==> config.mk <==
export PLATFORM = sky130hd
export DESIGN_NAME = abs_phys_map
export DESIGN_NICKNAME = d
export VERILOG_FILES = /design/src/rtl/apm_pkg.sv /design/src/rtl/apm_wide.sv /design/src/rtl/apm_narrow.sv /design/src/rtl/abs_phys_map.sv
export SDC_FILE = /design/constraint.sdc
export NUM_CORES = 1
export LEC_CHECK = 0
export ABC_AREA = 1
export BUFFER_PORTS_ARGS = -buffer_cell sky130_fd_sc_hd__buf_2
export CORE_MARGIN = 2
export CORE_UTILIZATION = 35
export CTS_CLUSTER_DIAMETER = 200
export DETAILED_ROUTE_END_ITERATION = 8
export PLACE_DENSITY_LB_ADDON = 0.2
export SYNTH_ARGS = -nofsm -noshare
export SYNTH_HDL_FRONTEND = slang
export SYNTH_SLANG_ARGS = --single-unit
==> constraint.sdc <==
create_clock -name clk -period 0.9 [get_ports clk]
set_input_delay 0.135 -clock clk [delete_from_list [all_inputs] [get_ports clk]]
set_output_delay 0.135 -clock clk [all_outputs]
set_load 0.03 [all_outputs]
==> src/rtl/apm_pkg.sv <==
package apm_pkg;
    localparam int ABS_W  = 64;
    localparam int PHYS_W = 64;
    localparam int OFS_W  = 32;
    localparam int NIB_W  = 4;

    typedef enum logic [1:0] {
        REG_MEM = 2'd0,
        REG_IO  = 2'd1,
        REG_FW  = 2'd2
    } region_e;

    typedef struct packed {
        logic              vld;
        logic [PHYS_W-1:0] phys;
        region_e           region;
    } map_state_t;
endpackage

==> src/rtl/apm_wide.sv <==
module apm_wide
    import apm_pkg::*;
#(
    parameter int PA_W = 40
) (
    input  logic [PA_W-1:0]   addr_lo,
    output logic [PHYS_W-1:0] phys
);
    localparam int FILL_W = PHYS_W - PA_W;

    always_comb begin
        phys = {{FILL_W{addr_lo[PA_W-1]}}, addr_lo};
    end
endmodule

==> src/rtl/apm_narrow.sv <==
module apm_narrow
    import apm_pkg::*;
#(
    parameter int PA_W = 40
) (
    input  logic [OFS_W-1:0]  ofs,
    input  logic              arch64,
    output logic [PHYS_W-1:0] phys,
    output region_e           region
);
    localparam int HI_LSB  = OFS_W - NIB_W;
    localparam int MID_LSB = OFS_W - 2 * NIB_W;
    localparam int FW_BIT  = PA_W - NIB_W;
    localparam logic [PHYS_W-1:0] FW_MASK = ~((PHYS_W'(1) << FW_BIT) - PHYS_W'(1));
    localparam int EXT_W   = PHYS_W - OFS_W;

    logic hi_all_ones;
    logic mid_zero;
    logic [PHYS_W-1:0] zext;

    always_comb begin
        hi_all_ones = &ofs[OFS_W-1:HI_LSB];
        mid_zero    = ~|ofs[HI_LSB-1:MID_LSB];
        zext        = {{EXT_W{1'b0}}, ofs};
        phys        = zext;
        region      = REG_MEM;
        if (arch64 && hi_all_ones) begin
            if (!mid_zero) begin
                phys   = {{EXT_W{ofs[OFS_W-1]}}, ofs};
                region = REG_IO;
            end else begin
                phys   = zext | FW_MASK;
                region = REG_FW;
            end
        end
    end
endmodule

==> src/rtl/abs_phys_map.sv <==
module abs_phys_map
    import apm_pkg::*;
#(
    parameter int PA_W = 40
) (
    input  logic              clk,
    input  logic              rst_n,
    input  logic              in_valid,
    input  logic [ABS_W-1:0]  in_abs_addr,
    input  logic              wide_mode,
    input  logic              arch64,
    output logic              out_valid,
    output logic [PHYS_W-1:0] out_phys,
    output logic [1:0]        out_region,
    output logic [2:0]        out_perm
);
    localparam int FW_BIT = PA_W - NIB_W;

    generate
        if (PA_W > 54 || PA_W <= OFS_W) begin : g_bad_width
            $error("PA_W must lie in 33..54");
        end
    endgenerate

    logic [PHYS_W-1:0] wide_phys;
    logic [PHYS_W-1:0] nar_phys;
    region_e           nar_region;
    map_state_t        st_d, st_q;

    apm_wide #(.PA_W(PA_W)) u_wide (
        .addr_lo (in_abs_addr[PA_W-1:0]),
        .phys    (wide_phys)
    );

    apm_narrow #(.PA_W(PA_W)) u_narrow (
        .ofs    (in_abs_addr[OFS_W-1:0]),
        .arch64 (arch64),
        .phys   (nar_phys),
        .region (nar_region)
    );

    always_comb begin
        st_d     = st_q;
        st_d.vld = in_valid;
        if (in_valid) begin
            st_d.phys   = wide_mode ? wide_phys : nar_phys;
            st_d.region = wide_mode ? REG_MEM : nar_region;
        end
    end

    always_ff @(posedge clk) begin
        if (!rst_n) begin
            st_q <= '{vld: 1'b0, phys: '0, region: REG_MEM};
        end else begin
            st_q <= st_d;
        end
    end

    assign out_valid  = st_q.vld;
    assign out_phys   = st_q.phys;
    assign out_region = st_q.region;
    assign out_perm   = 3'b111;

    a_r7_valid_delay: assert property (@(posedge clk) disable iff (!rst_n)
        in_valid |=> out_valid);
    a_r7_no_spurious: assert property (@(posedge clk) disable iff (!rst_n)
        !in_valid |=> !out_valid);
    a_r9_region_legal: assert property (@(posedge clk) disable iff (!rst_n)
        out_region != 2'd3);
    a_r3_io_upper_ones: assert property (@(posedge clk) disable iff (!rst_n)
        (out_valid && out_region == REG_IO) |-> (&out_phys[PHYS_W-1:OFS_W]));
    a_r4_fw_upper_ones: assert property (@(posedge clk) disable iff (!rst_n)
        (out_valid && out_region == REG_FW) |-> (&out_phys[PHYS_W-1:FW_BIT]));
    a_r5_legacy_zext: assert property (@(posedge clk) disable iff (!rst_n)
        (in_valid && !wide_mode && !arch64) |=>
            (out_region == REG_MEM && out_phys[PHYS_W-1:OFS_W] == '0));
    a_r1_wide_mem: assert property (@(posedge clk) disable iff (!rst_n)
        (in_valid && wide_mode) |=>
            (out_region == REG_MEM &&
             out_phys[PA_W-1:0] == $past(in_abs_addr[PA_W-1:0])));
    a_r8_hold: assert property (@(posedge clk) disable iff (!rst_n)
        !in_valid |=> ($stable(out_phys) && $stable(out_region)));
endmodule

==> run summary <==
The remaining global-route overflow was 0. Synthesis handed over a netlist of 226 instances. The finished cells cover 2825 sq um. The number of cells traversed by the worst register-to-register path is 3. For this run, the post-layout net count is 386. 0 antenna diodes ended up in the layout.

The count of buffers added on input and output ports is 111. For the count of hold-fix buffers inserted at cts, the log shows 0. The element type at the critical path end is an output port.

After detailed routing, the number of remaining DRC violations is 0. In the detailed route, the total length drawn on met2 is 2276 microns. Once detail routing completed, the nets flagged for antenna violations numbered 0. Entering global routing, the biggest net connects 27 pins.

Of all nets on the critical path, the largest fanout is 13. The worst-case clock buffer depth was 2; the number of buffers and inverters on the critical path was 2. The final reports fail on setup timing. Hold timing on the final database bottoms out at a slack of 68.85 ps. The number of rows created at floorplan was 25. Yosys mapped the design onto 17 distinct sky130hd cell types.

For this run, the top clock speed supported by timing is 919.1 MHz. Overall power consumption after layout is estimated at 4.547 mW. At the worst endpoint, the arrival time is 950 ps. The power density over cell area is 1609 nW/um^2, and the area taken by flip-flops and latches is 917.1 sq um. The logs give 36.63% for the initial core utilization and 0.7496 mV for the worst vdd rail ir drop.

The run gives 0.6805 as the final weighted congestion of routability-driven global placement. The setup-violating endpoint count in the final report was 26; the final-layout fill cell count was 448. The biggest cell delay along the critical path was 380 ps.

Clock latency on the worst-skew pair, taken at its later pin, is 280 ps. From synthesis to final layout, the design area changed by 61.17%. The endpoint identified for the worst register-to-register timing path is out_phys[62]. Counting I/O delays and the setup requirement, the final critical path takes 1088 ps. Startpoint type of the worst setup path: a register. The worst register-to-register path begins at out_phys[62]. Once placement finished, the instance area stood at 2217 sq um. The setup TNS after final layout is -4643 ps. For the H-tree depth, the log shows 2. The run gives 0 as the number of pins with negative max-slew slack in the final report. The mapped netlist covers 1753 sq um. The tools report the start point of the worst hold path as in_abs_addr[10]. Dividing the detail-routed wire length by the instance count gives 12.21 microns. The run gives -188.0 ps as the worst-case setup margin in the final layout. The tools report the root buffer selected by CTS as clkbuf_8. The detailed router finished its first iteration with 58 violations. For the worst setup path, the data required time is 760 ps. The overall via count from detail_route was 1762; the depth of the worst hold-timing path was 3. The die is 74.77 microns wide.

The number of warnings reported in the yosys synthesis log is 0, and the clock transition time at the flip-flop clock pins of the worst setup and hold paths is 80 ps. The class of the tightest hold or removal check is in -> reg. The run gives 0 as the number of maximum-capacitance constraint violations.

The tools report the register area share after synthesis as 49.11%. For the number of hold violations in the final report, the log shows 0. The flip-flop and latch count after synthesis was 43; the leakage power total was 1.342 nW. The top layer used by detailed routing was met4. The path with the worst hold slack has its endpoint at out_phys[10]. Counting every sink on the clock net gives 43.

The floorplan step defined a die boundary enclosing 5591 sq um. The tools report the number of antenna violations at the first check in global routing as 0. Setup repair after global routing could not meet its margin everywhere. The flow ran to the end, but the final reports show violations. The number of global-route vias before repair is 1650, and the reg-to-reg setup timing slack is 90 ps.

The overall die height was 74.77 microns. The post-route netlist has 54.40% of its cells at a drive strength greater than 1. After detailed routing, the total wire length is 4699 microns. Count of TritonRoute iterations in the first routing pass: 4. The path type of the worst setup path is reg -> out. After detailed routing, the wire length on met1 is 1985 microns. The tools report the area of the multi-input gates as 604.3 sq um.

Traced cell by cell, the critical path runs through buf_12, buf_6. The count of cells in the finished layout, fillers not included, comes to 385. The first global-routing pass estimated 7396 microns of wire.

139 I/O pins were placed. The per-cell via count in the routed design was 4.577. The dominant delay contributor by cell family on the critical path is flip-flops. Global routing used 17.17% of the available tracks. The final clock skew was 0 ps; the number of placed cells counting well taps was 373. In the detailed route, the total length drawn on met3 is 412 microns.

The part of the cycle the worst path needs is 120.9%. After synthesis, the mean cell area works out to 7.756 sq um. For the CTS buffer count, the log shows 5. TritonCTS built the clock tree.

For this design, the slowest cell found on the critical path is dfxtp_4. The HPWL after detailed placement is 2976 microns. The placeable core region came out at 4786 sq um.
-- worst max path at each step --
stage                    to            start  cells past startpoint  slack [ps]
2_1_floorplan  out_phys[40]     out_phys[62]                      1          60
3_3_place_gp   out_phys[33]  in_abs_addr[29]                      5          -6
3_5_place_dp   out_phys[32]  in_abs_addr[29]                      5         -40
4_1_cts        out_phys[48]     out_phys[62]                      2        -200
5_1_grt        out_phys[49]     out_phys[62]                      2        -230
6_report       out_phys[46]     out_phys[62]                      2        -190
-- cell usage after synthesis --
cell type	instances	area (sq um)
clkbuf_2	3	15.01
nand2_1	8	30.03
buf_6	2	22.52
inv_2	1	3.750
inv_1	4	15.01
nor2_1	67	251.5
o21ai_1	4	20.02
nand3_1	3	15.01
nor2_2	1	6.260
dfxtp_1	43	860.8
buf_4	27	202.7
buf_2	5	25.02
o21ai_0	36	180.2
clkbuf_1	2	7.510
buf_1	1	3.750
conb_1	1	3.750
a21oi_1	18	90.09
-- per-layer routing --
layer	track usage, %	up-vias
li1	-	875
met2	28.91	78
met4	4.762	0
met5	0	-
met1	20.58	805
met3	6.560	4
-- area by class of cell --
cell class | count | area share (%)
clock buffer | 7 | 2.702
clock inverter | 1 | 0.1771
inverter | 5 | 0.6643
multi-input combinational | 140 | 21.39
sequential | 43 | 32.46
tap | 67 | 2.967
timing repair buffer | 122 | 39.64
-- kinds of logic (layout without fill, tap and decap cells) --
| family | Yosys count | in the layout | synth area share [%] |
|---|---|---|---|
| AND/OR/NAND/NOR | 79 | 79 | 17.27 |
| AO/OA/AOI/OAI | 58 | 58 | 16.56 |
| buffers and inverters | 45 | 135 | 16.84 |
| flip-flops | 43 | 43 | 49.11 |
| other | 1 | 3 | 0.2139 |
-- flip-flops by register name, indices dropped and copies added, names as in the netlist --
name,flops
out_region,2
out_phys,40
out_valid,1
-- repair_timing --
item,CTS,global route
setup buffers,2,2
resized for setup,177,2
endpoints found under the setup margin,67,67
-- metrics by stage --
stage                     setup WS (ps)  util [%]
after floorplan                   60.12         -
after global placement           -6.343     46.33
after global routing             -226.8     59.03
after detailed placement         -36.15     46.33
after CTS                        -198.7     58.61
final                            -188.0     59.03
-- layout by cell type, fill, tap and decap left out --
master    count
clkinv_2      1
nor2_2        1
nand2_1       8
buf_6        67
dfxtp_4       1
o21ai_0      36
dfxtp_2      42
clkbuf_8      5
nand3_1       3
conb_1        3
inv_2         1
nor2_1       67
buf_12        5
inv_1         4
a21oi_1      18
buf_2        44
clkbuf_1      2
buf_4         6
o21ai_1       4
-- where the power goes --
part | internal [mW] | leakage (nW) | switching, mW
Clock | 0.544 | 0.0422 | 0.600
Sequential | 2.05 | 0.370 | 0.0871
Combinational | 0.551 | 0.929 | 0.713
-- worst min-delay path, delay by kind of cell --
family        cells  cell delay [ps]
simple gates      2              110
buf+inv           1               70
(Power assumes the default switching activity.)
